**src/rtl/t1_alarm_pkg.sv**
```systemverilog
package t1_alarm_pkg;

    // Default line figures for a 1.544 Mbit/s receive stream
    localparam int unsigned T1_WIN_BITS   = 4632; // 3 ms observation window
    localparam int unsigned T1_AIS_MAXZ   = 5;    // zeros tolerated for AIS
    localparam int unsigned T1_LOS_ZRUN   = 192;  // zero run that raises LOS
    localparam int unsigned T1_LOS_SPAN   = 112;  // span length for LOS recovery
    localparam int unsigned T1_LOS_ONES   = 14;   // ones needed inside a span

    // Index of each alarm inside the flag array of the top level
    localparam int unsigned FLAG_AIS = 0;
    localparam int unsigned FLAG_LOS = 1;
    localparam int unsigned FLAG_CNT = 2;

    // Request toward a hysteretic flag register
    typedef struct packed {
        logic set_req;
        logic clr_req;
    } flag_req_t;

    // Registered state of one alarm flag
    typedef struct packed {
        logic level;
        logic rise;
        logic fall;
    } flag_stat_t;

    // Width needed to hold values 0..n
    function automatic int unsigned cnt_width(input int unsigned n);
        return (n < 2) ? 1 : $clog2(n + 1);
    endfunction

endpackage

```
**src/rtl/t1_alarm_flag.sv**
```systemverilog
module t1_alarm_flag
    import t1_alarm_pkg::*;
(
    input  logic       clk,
    input  logic       rst,
    input  flag_req_t  req,
    output flag_stat_t stat
);

    // Set wins over clear if both ever arrive together
    always_ff @(posedge clk) begin
        if (rst) begin
            stat <= '0;
        end else begin
            stat.rise <= req.set_req & ~stat.level;
            stat.fall <= req.clr_req & ~req.set_req & stat.level;
            if (req.set_req) begin
                stat.level <= 1'b1;
            end else if (req.clr_req) begin
                stat.level <= 1'b0;
            end
        end
    end

endmodule

```
**src/rtl/t1_ais_window.sv**
```systemverilog
module t1_ais_window
    import t1_alarm_pkg::*;
#(
    parameter int unsigned WIN_BITS  = T1_WIN_BITS,
    parameter int unsigned MAX_ZEROS = T1_AIS_MAXZ
) (
    input  logic      clk,
    input  logic      rst,
    input  logic      bit_vld,
    input  logic      bit_d,
    output flag_req_t req,
    output logic      win_end
);

    localparam int unsigned PW = cnt_width(WIN_BITS - 1);
    localparam int unsigned ZW = cnt_width(MAX_ZEROS + 1);
    localparam logic [PW-1:0] LAST_POS = PW'(WIN_BITS - 1);
    localparam logic [ZW-1:0] ZSAT     = ZW'(MAX_ZEROS + 1);
    localparam logic [ZW-1:0] ZLIM     = ZW'(MAX_ZEROS);

    logic [PW-1:0] pos_q;
    logic [ZW-1:0] zeros_q;
    logic [ZW-1:0] zeros_nx;

    // Zero tally including the bit on the input now, saturating one past the limit
    always_comb begin
        if (zeros_q == ZSAT) begin
            zeros_nx = zeros_q;
        end else begin
            zeros_nx = zeros_q + {{(ZW-1){1'b0}}, ~bit_d};
        end
    end

    assign win_end     = bit_vld && (pos_q == LAST_POS);
    assign req.set_req = win_end && (zeros_nx <= ZLIM);
    assign req.clr_req = win_end && (zeros_nx >  ZLIM);

    always_ff @(posedge clk) begin
        if (rst) begin
            pos_q   <= '0;
            zeros_q <= '0;
        end else if (bit_vld) begin
            if (win_end) begin
                pos_q   <= '0;
                zeros_q <= '0;
            end else begin
                pos_q   <= pos_q + 1'b1;
                zeros_q <= zeros_nx;
            end
        end
    end

endmodule

```
**src/rtl/t1_los_tracker.sv**
```systemverilog
module t1_los_tracker
    import t1_alarm_pkg::*;
#(
    parameter int unsigned SET_ZEROS = T1_LOS_ZRUN,
    parameter int unsigned SPAN_BITS = T1_LOS_SPAN,
    parameter int unsigned MIN_ONES  = T1_LOS_ONES
) (
    input  logic      clk,
    input  logic      rst,
    input  logic      bit_vld,
    input  logic      bit_d,
    input  logic      los_active,
    output flag_req_t req
);

    localparam int unsigned RW = cnt_width(SET_ZEROS);
    localparam int unsigned SW = cnt_width(SPAN_BITS);
    localparam int unsigned OW = cnt_width(MIN_ONES);
    localparam logic [RW-1:0] RUN_MAX  = RW'(SET_ZEROS);
    localparam logic [RW-1:0] RUN_TRIP = RW'(SET_ZEROS - 1);
    localparam logic [SW-1:0] SPAN_TOP = SW'(SPAN_BITS - 1);
    localparam logic [OW-1:0] ONES_TOP = OW'(MIN_ONES - 1);

    typedef enum logic [1:0] {
        TRK_RUN,   // no alarm: counting consecutive zeros
        TRK_WAIT,  // alarm set: waiting for a one to open a span
        TRK_SPAN   // alarm set: counting ones inside a span
    } trk_state_e;

    trk_state_e    st_q;
    logic [RW-1:0] zrun_q;
    logic [SW-1:0] len_q;
    logic [OW-1:0] ones_q;

    logic trip, open_span, hit, span_done;

    assign trip      = bit_vld && !los_active && !bit_d && (zrun_q == RUN_TRIP);
    assign open_span = bit_vld && los_active && (st_q != TRK_SPAN) && bit_d;
    assign hit       = bit_vld && los_active && (st_q == TRK_SPAN) && bit_d
                       && (ones_q == ONES_TOP);
    assign span_done = bit_vld && (st_q == TRK_SPAN) && (len_q == SPAN_TOP);

    generate
        if (MIN_ONES == 1) begin : g_single_one
            assign req.clr_req = open_span;
        end else begin : g_many_ones
            assign req.clr_req = hit;
        end
    endgenerate
    assign req.set_req = trip;

    always_ff @(posedge clk) begin
        if (rst) begin
            st_q   <= TRK_RUN;
            zrun_q <= '0;
            len_q  <= '0;
            ones_q <= '0;
        end else if (bit_vld) begin
            if (!los_active) begin
                st_q   <= trip ? TRK_WAIT : TRK_RUN;
                len_q  <= '0;
                ones_q <= '0;
                if (bit_d || trip) begin
                    zrun_q <= '0;
                end else if (zrun_q != RUN_MAX) begin
                    zrun_q <= zrun_q + 1'b1;
                end
            end else begin
                zrun_q <= '0;
                if (req.clr_req) begin
                    st_q   <= TRK_RUN;
                    len_q  <= '0;
                    ones_q <= '0;
                end else if (st_q != TRK_SPAN) begin
                    if (bit_d) begin
                        st_q   <= TRK_SPAN;
                        len_q  <= SW'(1);
                        ones_q <= OW'(1);
                    end
                end else if (span_done) begin
                    st_q   <= TRK_WAIT;
                    len_q  <= '0;
                    ones_q <= '0;
                end else begin
                    len_q  <= len_q + 1'b1;
                    ones_q <= ones_q + {{(OW-1){1'b0}}, bit_d};
                end
            end
        end
    end

endmodule

```
**src/rtl/t1_alarm_detector.sv**
```systemverilog
module t1_alarm_detector
    import t1_alarm_pkg::*;
#(
    parameter int unsigned WIN_BITS  = T1_WIN_BITS,
    parameter int unsigned AIS_MAXZ  = T1_AIS_MAXZ,
    parameter int unsigned LOS_ZRUN  = T1_LOS_ZRUN,
    parameter int unsigned LOS_SPAN  = T1_LOS_SPAN,
    parameter int unsigned LOS_ONES  = T1_LOS_ONES
) (
    input  logic clk,
    input  logic rst,
    input  logic rx_bit_vld,
    input  logic rx_bit,
    output logic ais_alarm,
    output logic los_alarm,
    output logic ais_rise,
    output logic ais_fall,
    output logic los_rise,
    output logic los_fall
);

    flag_req_t  req_v  [FLAG_CNT];
    flag_stat_t stat_v [FLAG_CNT];
    logic       ais_win_end;

    t1_ais_window #(
        .WIN_BITS  (WIN_BITS),
        .MAX_ZEROS (AIS_MAXZ)
    ) u_ais (
        .clk     (clk),
        .rst     (rst),
        .bit_vld (rx_bit_vld),
        .bit_d   (rx_bit),
        .req     (req_v[FLAG_AIS]),
        .win_end (ais_win_end)
    );

    t1_los_tracker #(
        .SET_ZEROS (LOS_ZRUN),
        .SPAN_BITS (LOS_SPAN),
        .MIN_ONES  (LOS_ONES)
    ) u_los (
        .clk        (clk),
        .rst        (rst),
        .bit_vld    (rx_bit_vld),
        .bit_d      (rx_bit),
        .los_active (stat_v[FLAG_LOS].level),
        .req        (req_v[FLAG_LOS])
    );

    for (genvar g = 0; g < FLAG_CNT; g++) begin : g_flag
        t1_alarm_flag u_flag (
            .clk  (clk),
            .rst  (rst),
            .req  (req_v[g]),
            .stat (stat_v[g])
        );
    end

    assign ais_alarm = stat_v[FLAG_AIS].level;
    assign ais_rise  = stat_v[FLAG_AIS].rise;
    assign ais_fall  = stat_v[FLAG_AIS].fall;
    assign los_alarm = stat_v[FLAG_LOS].level;
    assign los_rise  = stat_v[FLAG_LOS].rise;
    assign los_fall  = stat_v[FLAG_LOS].fall;

endmodule

```
**config.mk**
```make
export PLATFORM = sky130hd
export DESIGN_NAME = t1_alarm_detector
export DESIGN_NICKNAME = d
export VERILOG_FILES = /design/src/rtl/t1_alarm_pkg.sv /design/src/rtl/t1_alarm_flag.sv /design/src/rtl/t1_ais_window.sv /design/src/rtl/t1_los_tracker.sv /design/src/rtl/t1_alarm_detector.sv
export SDC_FILE = /design/constraint.sdc
export NUM_CORES = 1
export LEC_CHECK = 0
export ABC_CLOCK_PERIOD_IN_PS = 2900
export BUFFER_PORTS_ARGS = -buffer_cell sky130_fd_sc_hd__clkbuf_2
export CAP_MARGIN = 10
export CORE_ASPECT_RATIO = 1.5
export CORE_MARGIN = 2
export CORE_UTILIZATION = 30
export DETAILED_ROUTE_END_ITERATION = 8
export PLACE_DENSITY = 0.44
export SYNTH_ARGS = -nofsm -noshare
export SYNTH_HDL_FRONTEND = slang
export SYNTH_SLANG_ARGS = --single-unit
```
**constraint.sdc**
```tcl
create_clock -name clk -period 2.9 [get_ports clk]
set_clock_uncertainty 0.15 [all_clocks]
set_input_delay 0.58 -clock clk [delete_from_list [all_inputs] [get_ports clk]]
set_output_delay 0.58 -clock clk [all_outputs]
set_load 0.02 [all_outputs]
```
Word level (Yosys, flattened, before mapping)
Cells that the tools add are included.
W data, S select, Z words.
{ "word_totals": {"reg_bits": 43, "word_cells": 87} }
{ "op_classes": {"addsub": 5, "order_cmp": 2, "n_eq_ne": 10, "mux": 26, "n_bitwise": 11, "reduce_logical": 21} }
{ "op_table": {"columns": ["cell", "n"], "rows": [
  ["$mux W7", 5],
  ["$mux W8", 3],
  ["$mux W4", 5],
  ["$add A13 B1 Y13 const B", 1],
  ["$eq A13 B13 Y1 const B", 1],
  ["$mux W13", 1],
  ["$logic_and A1 B1 Y1", 12],
  ["$mux W2", 5],
  ["$add A8 B1 Y8 const B", 1],
  ["$eq A8 B8 Y1 const B", 1],
  ["$ne A4 B4 Y1 const B", 2],
  ["$ne A8 B8 Y1 const B", 1],
  ["$add A7 B1 Y7 const B", 1],
  ["$eq A7 B7 Y1 const B", 1],
  ["$and A1 B1 Y1", 6],
  ["$mux W3", 2],
  ["$mux W1", 5],
  ["$not A1 Y1", 5],
  ["$add A4 B1 Y4", 1],
  ["$eq A4 B4 Y1 const B", 1],
  ["$reduce_and A2 Y1", 2],
  ["$reduce_bool A2 Y1", 2],
  ["$add A3 B1 Y3", 1],
  ["$eq A3 B3 Y1 const B", 1],
  ["8 further kinds", 9]
]} }

Depth between registers and ports, before layout
Gate-level depths: netlist (run 1).
{ "depth": {"word_depth": 8, "mapped_depth": 7, "mapped_depth_nobuf": 7} }

Cells and area by module
From an unflattened synthesis (run 1), not the netlist that was laid out.
{ "hier_totals": {"hier_cells": 262, "area_unflattened_um2": 2313.5} }
{ "modules_own_cells": {"columns": ["mod", "n_inst", "cells_per_inst", "area_each_um2", "seq_area_each_um2"], "rows": [
  ["t1_los_tracker", 1, 153, 1300.0, 420.4],
  ["t1_ais_window", 1, 93, 828.3, 320.3],
  ["t1_alarm_flag", 2, 8, 92.6, 60.1]
]} }

Worst setup path before layout (run 1)
No wires, ideal clock.
{ "synth_timing": {"path_type": "input port to flip-flop", "start": "input port rx_bit_vld", "end": "register u_los.st_q[0]", "setup_ns": 0.119, "arrival_time_ns": 1.842, "required_time_ns": 2.631, "slack_ns": 0.789, "path_stages": 5, "n_path_buf": 1, "cell_sequence": "buf_2 and3_1 a211oi_1 a21oi_1 o221a_2"} }
{ "synth_between": {"elab_chain_cells": 6, "elab_cells_between_ends": 15, "cone_classes": "2 x eq/ne; 3 x mux; 10 x reduce/logical"} }
{ "synth_rtl": {"columns": ["element", "line_no", "source"], "rows": [
  ["start, declared", "t1_alarm_detector.sv:12", "input logic rx_bit_vld,"],
  ["$logic_and A1 B1 Y1", null, null],
  ["$logic_and A1 B1 Y1 (2 in series)", "t1_los_tracker.sv:39", "assign hit = bit_vld && los_active && (st_q == TRK_SPAN) && bit_d"],
  ["$logic_and A1 B1 Y1", "t1_los_tracker.sv:40", "&& (ones_q == ONES_TOP);"],
  ["$ne A4 B4 Y1 (no source line) / $mux W2 (equally long branches)", null, null],
  ["$reduce_and A3 Y1 (no source line) / $mux W2 (equally long branches)", null, null],
  ["end signal, assigned", "t1_los_tracker.sv:60", "st_q <= trip ? TRK_WAIT : TRK_RUN;"],
  ["end, declared", "t1_los_tracker.sv:30", "trk_state_e st_q;"]
]} }
Several ways; a longest one is shown, not always the timed one.
A chain may end at the register's enable or synchronous reset.

Final worst setup path (run 1)
{ "layout_timing": {"start": "register u_ais.pos_q[5]", "end": "register u_ais.pos_q[7]"} }
{ "layout_between": {"elab_chain_cells": 3, "elab_cells_between_ends": 4, "cone_classes": "1 x add/sub; 1 x eq/ne; 1 x mux; 1 x reduce/logical"} }
{ "layout_rtl": {"columns": ["element", "line_no", "source"], "rows": [
  ["start, declared", "t1_ais_window.sv:21", "logic [PW-1:0] pos_q;"],
  ["start signal, assigned", "t1_ais_window.sv:47", "pos_q <= pos_q + 1'b1;"],
  ["branches (longest 2 deep; another with $add A13 B1 Y13)", null, null],
  ["$mux W13 (*)", "t1_ais_window.sv:43", "if (win_end) begin"]
]} }
Every way passes the cells marked *.

==> impl_metrics.env, run 1 <==
export IMPL_yosys_area_top_type="dfxtp_1"
export IMPL_gr_usage_met2_pct=26.3
export IMPL_cts_sinks=43
export IMPL_fmax_ghz=0.466
export IMPL_drcViolationCount=0
export IMPL_rows=38
export IMPL_maxCapViolations=0
export IMPL_final_cell_mix="dfxtp_1 (43), nand2_1 (21), a21oi_1 (20)"
export IMPL_fin_tns_setup_ns=0
export IMPL_synth_cell_types=49
export IMPL_nets=282
export IMPL_hold_path_class="reg2reg"
export IMPL_synth_area_sq_um=2220
export IMPL_start_util_pct=30.9
export IMPL_io_pins=10
export IMPL_p_leak_nw=0.864
export IMPL_crit_family="simple AND/OR/NAND/NOR gates"
export IMPL_drv_slew=0
export IMPL_layout_commonest_cell="dfxtp_1"
export IMPL_drt_pass1_iter_count=4
export IMPL_core_sq_um=7180
export IMPL_antenna_cells=0
export IMPL_cts_tree="built"
export IMPL_ant_nets=0
export IMPL_place_hpwl_um=3760
export IMPL_grt_pass1_vias=1869
export IMPL_min_delay_start="u_los.st_q[1]"
export IMPL_status="finished clean"
export IMPL_grt_overflow_total=0
export IMPL_power_density_nw_per_um2=438
export IMPL_finalCritPeriodShare_pct=73.9
export IMPL_cts_resized=0
export IMPL_fin_ws_ns=0.755
export IMPL_final_layout_size_suffix_gt1_share_pct=12.2
export IMPL_crit_path_top_delay_cell="or4_1"
export IMPL_async_flop_share_pct=0
export IMPL_worst_pin_slew_ns=0.512
export IMPL_relSlewSlack_pct=65.8
export IMPL_die_w_um=74.2
export IMPL_die_h_um=109
export IMPL_drt_initial_drc_count=75
export IMPL_wl_per_cell_um=14.2
export IMPL_setup_violations=0
export IMPL_htree_levels=2
export IMPL_rsz0062_at_grt="false"
export IMPL_critPathRequiredTime_ns=2.94
export IMPL_cp_num_buf_inv=0
export IMPL_post_cts_buffers=0
export IMPL_cts_max_path_buffers=2
export IMPL_die_area_sq_um=8100
export IMPL_use_met3_pct=2.50
export IMPL_total_power_w=0.00109
export IMPL_path_cells="or4_1, or4_1, nand2_4, nor2_1"
export IMPL_ys_seq_elements=43
export IMPL_synth_area_leaders="dfxtp_1 (39%), a21oi_1 (4.5%), ha_1 (4.5%)"
export IMPL_synth_top_area_share_pct=38.8
export IMPL_io_buffers=9
export IMPL_crit_type="reg2reg"
export IMPL_critical_path_most_common_cell="or4_1"
export IMPL_clk_latency_ns=0.30
export IMPL_grt_max_degree=23
export IMPL_synth_nets=268
export IMPL_cp_data_arrival_time_ns=2.18
export IMPL_routed_via_density=5.10
export IMPL_clkSlewWorstSetupHoldPaths_ns=0.09
export IMPL_finalHoldViolCount=0
export IMPL_critPathLaunchType="register"
export IMPL_grt_pass1_wl_um=8900
export IMPL_ys_seq_area_share_pct=38.8
export IMPL_postCtsHoldBufs=0
export IMPL_dp_slack_ns=0.509
export IMPL_synth_avg_cell_area_sq_um=8.66
export IMPL_finalCriticalPeriod_ns=2.14
export IMPL_drt_total_wl_um=5260
export IMPL_grt_usage_pct=14.2
export IMPL_vias=1892
export IMPL_gr_usage_met1_pct=15.9
export IMPL_cts_inserted_buffers=5
export IMPL_slowest_delay_ns=0.68
export IMPL_startpoint="u_ais.pos_q[5]"
export IMPL_synthCells=256
export IMPL_routabilityCongestion=0.766
export IMPL_area_growth_synth_to_final_pct=12.6
export IMPL_antenna_found_initial=0
export IMPL_yosysWarnings=0
export IMPL_top_usage_layer="met2"
export IMPL_synth_ff_type="dfxtp_1"
export IMPL_reg2reg_from="u_ais.pos_q[5]"
export IMPL_synth_edf_count=0
export IMPL_end_kind="register"
export IMPL_crit_fanout=11
export IMPL_ir_drop_mv=0.191
export IMPL_cts_root_buf="clkbuf_8"
-- worst reg2reg max path: cells and delay by family, from the launching register on --
family | cells | cell delay [ns]
and+or+nand+nor | 4 | 1.54
DFF | 1 | 0.35
-- per-stage QoR --
stage	hold slack, ns	std cells	area, sq um	utilization, %
6_report	0.326	371	2500	34.8
3_5_place_dp	0.317	363	2400	33.4
4_1_cts	0.329	371	2500	34.8
2_1_floorplan	0.299	256	2220	-
5_1_grt	0.360	371	2500	34.8
3_3_place_gp	0.317	363	2400	33.4
-- layer usage --
metal / up-vias / routed length, um
met5: - / 0
li1: 965 / -
met1: 907 / 2230
met2: 16 / 2870
met4: 0 / 61
met3: 4 / 100
-- power breakdown --
group | switching (W) | total [W] | internal [W]
clock network | 0.000213 | 0.000431 | 0.000218
registers | 0.00000524 | 0.000601 | 0.000595
logic | 0.0000395 | 0.0000606 | 0.0000210
-- cell usage after synthesis, types with 2 or more instances --
cell,n
or4_1,2
a21oi_1,20
dfxtp_1,43
buf_6,2
xor2_1,4
mux2i_1,2
and3_1,4
o2bb2ai_1,2
ha_1,8
nor2_1,17
and2_1,2
xnor2_1,8
nor3_1,5
nand3b_1,2
nor4_1,4
nand3_1,17
nand4_1,14
or2_2,2
a31oi_1,4
nand2b_1,5
clkbuf_1,7
o311ai_0,2
o31ai_1,2
o21ai_0,5
o32ai_1,3
nand4b_1,5
a32oi_1,4
nor4b_4,2
nor2b_1,2
nand2_1,21
o22ai_1,3
inv_1,15
and3b_1,2
-- cells by family after synthesis --
family,share of synthesized area [%]
compound gates,16.0
xor+xnor,4.74
fa+ha+maj,4.52
buf+inv,5.14
flops,38.8
mux,0.903
simple gates,29.8
-- final cells by class --
class,count,area [sq um]
Fill cell,761,4680
Inverter,15,56.3
Timing Repair Buffer,18,113
Tap cell,100,125
Clock buffer,8,100
Multi-Input combinational cell,187,1240
Sequential cell,43,861
-- final timing paths --
path                    end  slack [ns]  cells after the start
max          u_ais.pos_q[7]        0.76                      4
min reg2reg   u_los.st_q[1]        0.33                      2
min           u_los.st_q[1]        0.33                      2
max reg2reg  u_ais.pos_q[7]        0.76                      4
-- registers in the layout, summed over array words and instances (netlist names) --
register and flops:
u_ais.pos_q 13, u_los.zrun_q 8, u_los.len_q 7, g_flag.u_flag.stat 6
u_los.ones_q 4, u_ais.zeros_q 3, u_los.st_q 2
Note: power is estimated with default switching activity, not from simulation.
==> run 2: changes to the inputs <==
- ABC_CLOCK_PERIOD_IN_PS: 2900 -> 1800
- PLACE_DENSITY: 0.44 -> 0.45
- clock period: 2.9 -> 1.8 ns (I/O delays scaled with it)
==> impl_metrics.env, run 2 (same netlist as run 1, synthesis figures left out) <==
export IMPL_fill_cells=771
export IMPL_crit_fanout=5
export IMPL_vias=2071
export IMPL_power_density_nw_per_um2=602
export IMPL_drcViolationCount=0
export IMPL_wl_per_cell_um=13.6
export IMPL_top_register="u_ais.pos_q"
export IMPL_startpoint="u_ais.pos_q[5]"
export IMPL_antenna_cells=0
export IMPL_setup_violations=19
export IMPL_layout_commonest_cell="buf_4"
export IMPL_fin_tns_setup_ns=-1.14
export IMPL_rsz0062_at_grt="true"
export IMPL_finalCriticalPeriod_ns=1.87
export IMPL_cp_data_arrival_time_ns=1.91
export IMPL_worst_pin_slew_ns=0.367
export IMPL_p_sw_share_pct=24.9
export IMPL_finalHoldViolCount=0
export IMPL_fmax_ghz=0.535
export IMPL_status="finished with violations"
export IMPL_rows=38
export IMPL_critPathRequiredTime_ns=1.84
export IMPL_violations="negative setup slack"
export IMPL_largest_reg_flops=13
export IMPL_largestRegisters="u_ais.pos_q x13, u_los.zrun_q x8, u_los.len_q x7"
export IMPL_fin_ws_ns=-0.0706
export IMPL_maxCapViolations=0
export IMPL_grt_pass1_vias=2085
export IMPL_critPathLaunchType="register"
export IMPL_ir_drop_mv=0.344
export IMPL_clock_power_share_pct=36.1
export IMPL_cts_root_buf="clkbuf_8"
export IMPL_min_delay_start="rst"
export IMPL_io_pins=10
export IMPL_drt_pass1_iter_count=4
export IMPL_finalCritPeriodShare_pct=104
export IMPL_die_area_sq_um=8100
export IMPL_postCtsHoldBufs=0
export IMPL_final_cell_mix="buf_4 (51), dfxtp_1 (38), nand2_1 (21)"
export IMPL_grt_max_degree=15
export IMPL_seqPwrFrac_pct=56.2
export IMPL_drt_total_wl_um=5640
export IMPL_hold_path_class="in2reg"
export IMPL_cts_sinks=43
export IMPL_routed_via_density=5.00
export IMPL_area_growth_synth_to_final_pct=28.9
export IMPL_clk_latency_ns=0.29
export IMPL_clkSlewWorstSetupHoldPaths_ns=0.09
export IMPL_nets=325
export IMPL_htree_levels=2
export IMPL_drt_initial_drc_count=58
export IMPL_p_int_w=0.00129
export IMPL_relSlewSlack_pct=75.3
export IMPL_grt_overflow_total=0
export IMPL_routabilityCongestion=0.754
export IMPL_core_sq_um=7180
export IMPL_cts_max_path_buffers=2
export IMPL_grt_pass1_wl_um=9570
export IMPL_die_w_um=74.2
export IMPL_drv_slew=0
export IMPL_grt_usage_pct=15.0
export IMPL_reg2reg_from="u_ais.pos_q[5]"
export IMPL_crit_type="reg2reg"
export IMPL_place_hpwl_um=4190
export IMPL_cts_inserted_buffers=5
export IMPL_pwr_share_comb_pct=7.7
export IMPL_end_kind="register"
export IMPL_cts_tree="built"
export IMPL_io_buffers=9
export IMPL_final_layout_size_suffix_gt1_share_pct=27.4
export IMPL_p_leak_nw=1.08
export IMPL_start_util_pct=30.9
export IMPL_ant_nets=0
export IMPL_die_h_um=109
export IMPL_antenna_found_initial=0
export IMPL_hold_worst_slack_ns=0.243
export IMPL_p_switching_w=0.000429
[run 2: cell count changes in the layout (fill, tap and decap cells not counted), sizes merged]
cell,delta
clkinvlp,+1
clkinv,+1
buf,+43
clkbuf,-2
[run 2: power groups by stage]
stage               Clock (W)  Sequential [W]  Combinational [W]
floorplan                   0        0.000988          0.0000725
global placement            0        0.000988           0.000131
detailed placement          0        0.000988           0.000130
CTS                  0.000655        0.000966           0.000132
global route         0.000695        0.000968           0.000149
finish               0.000620        0.000966           0.000133
[run 2: path summary, 6_finish.rpt]
kind | cells after the start | slack (ns) | endpoint
min | 3 | 0.24 | u_los.zrun_q[0]
max reg2reg | 5 | -0.07 | g_flag[0].u_flag.stat[2]
min reg2reg | 2 | 0.33 | u_los.zrun_q[0]
max | 5 | -0.07 | g_flag[0].u_flag.stat[2]
[run 2: final cells by class]
cell class | count | area, sq um | share of cell area, %
inverter | 15 | 56.3 | 1.97
multi-input combinational | 187 | 1280 | 44.9
timing repair buffer | 61 | 439 | 15.4
clock inverter | 2 | 12.5 | 0.438
clock buffer | 6 | 72.6 | 2.54
tap | 100 | 125 | 4.38
sequential | 43 | 867 | 30.4
[run 2: stage by stage]
step                utilization [%]  setup slack (ns)  area [sq um]  power [W]  instances
floorplan                         -           -0.0658          2230    0.00106        256
global placement               37.6           -0.0674          2700    0.00112        401
detailed placement             37.6           -0.0957          2700    0.00112        401
CTS                            39.1           -0.0766          2810    0.00175        410
global route                   39.8            -0.143          2860    0.00181        414
finish                         39.8           -0.0706          2860    0.00172        414
[run 2: worst max-delay path: stages, from the launching register on]
cell	delay (ns)
dfxtp_2	0.32
or4_1	0.52
or4_4	0.44
buf_6	0.16
mux2i_1	0.14
nor2_1	0.05
[run 2: metal layers]
metal / vias to the layer above / routed length [um] / share of wire, % / GRT usage (%)
met5: - / 0 / 0 / 0
met4: 0 / 82 / 1.5 / 4.68
met3: 7 / 85 / 1.5 / 2.68
met2: 13 / 3160 / 56 / 28.4
met1: 994 / 2310 / 41 / 16.4
li1: 1057 / - / - / -
[run 2: what timing repair did]
item	CTS	global route
cloned	1	0
endpoints found under the setup margin	23	27
pin swaps	1	2
resized for setup	4	9
buffers inserted	0	4
==> run 3: changes to the inputs <==
- BUFFER_PORTS_ARGS: -buffer_cell sky130_fd_sc_hd__clkbuf_2 -> not set
- DONT_BUFFER_PORTS: not set -> 1
- PLACE_DENSITY: 0.45 -> not set
==> impl_metrics.env, run 3 (same netlist as run 1, synthesis figures left out) <==
export IMPL_cts_root_buf="clkbuf_8"
export IMPL_drt_initial_drc_count=61
export IMPL_min_delay_start="rst"
export IMPL_grt_max_degree=24
export IMPL_regArea_sq_um=862
export IMPL_drt_total_wl_um=5200
export IMPL_cts_tree="built"
export IMPL_final_core_util_pct=38.0
export IMPL_die_h_um=109
export IMPL_finalCritPeriodShare_pct=105
export IMPL_final_cell_mix="dfxtp_1 (42), buf_4 (34), nand2_1 (21)"
export IMPL_critPathLaunchType="register"
export IMPL_rows=38
export IMPL_die_w_um=74.2
export IMPL_wl_met2_um=2820
export IMPL_rsz0062_at_grt="true"
export IMPL_cp_num_buf_inv=1
export IMPL_met1_length_um=2130
export IMPL_drv_slew=0
export IMPL_ir_drop_mv=0.314
export IMPL_power_density_nw_per_um2=674
export IMPL_fmax_ghz=0.530
export IMPL_vias=1986
export IMPL_crit_path_top_delay_cell="or4_4"
export IMPL_multiInputGateArea_sq_um=1290
export IMPL_place_hpwl_um=3710
export IMPL_path_cells="or4_4, or4_4, buf_6, nor4b_4"
export IMPL_nets=300
export IMPL_cts_max_path_buffers=2
export IMPL_finalCriticalPeriod_ns=1.89
export IMPL_top_layer_used="met4"
export IMPL_fin_tns_setup_ns=-0.880
export IMPL_fin_ws_ns=-0.0877
export IMPL_dpl_cell_area_sq_um=2560
export IMPL_cp_data_arrival_time_ns=1.96
export IMPL_largest_reg_flops=13
export IMPL_critPathRequiredTime_ns=1.87
export IMPL_layout_commonest_cell="dfxtp_1"
export IMPL_fin_area_sq_um=2730
export IMPL_largestRegisters="u_ais.pos_q x13, u_los.zrun_q x8, u_los.len_q x7"
export IMPL_fill_cells=748
export IMPL_io_pins=10
export IMPL_wl_per_cell_um=13.4
export IMPL_hold_worst_slack_ns=-0.0344
export IMPL_antenna_cells=0
export IMPL_clkSlewWorstSetupHoldPaths_ns=0.09
export IMPL_htree_levels=2
export IMPL_maxCapViolations=0
export IMPL_slowest_delay_ns=0.51
export IMPL_worst_pin_slew_ns=0.402
export IMPL_routed_via_density=5.11
export IMPL_dr_wl_met3_um=161
export IMPL_drcViolationCount=0
export IMPL_violations="negative hold slack, negative setup slack"
export IMPL_finalHoldViolCount=18
export IMPL_grt_pass1_wl_um=9010
export IMPL_area_growth_synth_to_final_pct=23.2
export IMPL_crit_family="simple AND/OR/NAND/NOR gates"
export IMPL_grt_overflow_total=0
export IMPL_cts_inserted_buffers=5
export IMPL_crit_type="reg2reg"
export IMPL_grt_usage_pct=14.4
export IMPL_drt_pass1_iter_count=4
export IMPL_start_util_pct=30.9
export IMPL_core_sq_um=7180
export IMPL_crit_fanout=3
export IMPL_end_kind="register"
export IMPL_die_area_sq_um=8100
export IMPL_startpoint="u_ais.pos_q[5]"
export IMPL_hold_path_class="in2reg"
export IMPL_setup_violations=19
export IMPL_io_buffers=0
export IMPL_grt_pass1_vias=1974
export IMPL_top_register="u_ais.pos_q"
export IMPL_cts_sinks=43
export IMPL_critical_path_most_common_cell="or4_4"
export IMPL_antenna_found_initial=0
export IMPL_status="finished with violations"
export IMPL_final_layout_size_suffix_gt1_share_pct=20.8
export IMPL_ant_nets=0
export IMPL_total_power_w=0.00184
export IMPL_relSlewSlack_pct=73.2
export IMPL_p_leak_nw=0.979
export IMPL_routabilityCongestion=0.803
export IMPL_reg2reg_from="u_ais.pos_q[5]"
export IMPL_clk_latency_ns=0.31
-- run 3: per-layer routing --
metal / global-route usage, % / up-vias
li1: - / 1006
met1: 15.3 / 955
met2: 26.1 / 17
met3: 3.42 / 8
met4: 6.75 / 0
met5: 0 / -
-- run 3: path summary, 6_finish.rpt --
path,end,slack [ns],cells past startpoint
setup / recovery,g_flag[0].u_flag.stat[1],-0.09,4
hold / removal,u_los.len_q[1],-0.03,1
setup reg to reg,g_flag[0].u_flag.stat[1],-0.09,4
hold reg to reg,u_los.zrun_q[0],0.34,2
-- run 3: what timing repair did --
action,CTS,global route
pin swaps,4,3
setup endpoints to repair,20,25
resized for setup,7,3
endpoints found under the hold margin,18,18
setup buffers,0,1
-- run 3: metrics by stage --
stage	std cells	worst slack (ns)
floorplan	256	-0.0658
global route	389	-0.150
global placement	380	-0.0553
CTS	388	-0.0608
finish	389	-0.0877
detailed placement	380	-0.0823
-- run 3: cell type report --
class | instances | area share (%)
Sequential cell | 43 | 31.6
Multi-Input combinational cell | 187 | 47.5
Clock inverter | 3 | 1.60
Timing Repair Buffer | 36 | 10.2
Clock buffer | 5 | 2.52
Tap cell | 100 | 4.59
Inverter | 15 | 2.06
-- run 3: power by group --
part	switching, W	leakage (nW)	internal [W]
sequential	0.00000670	0.348	0.000959
combinational	0.0000523	0.573	0.0000426
clock	0.000364	0.0581	0.000414
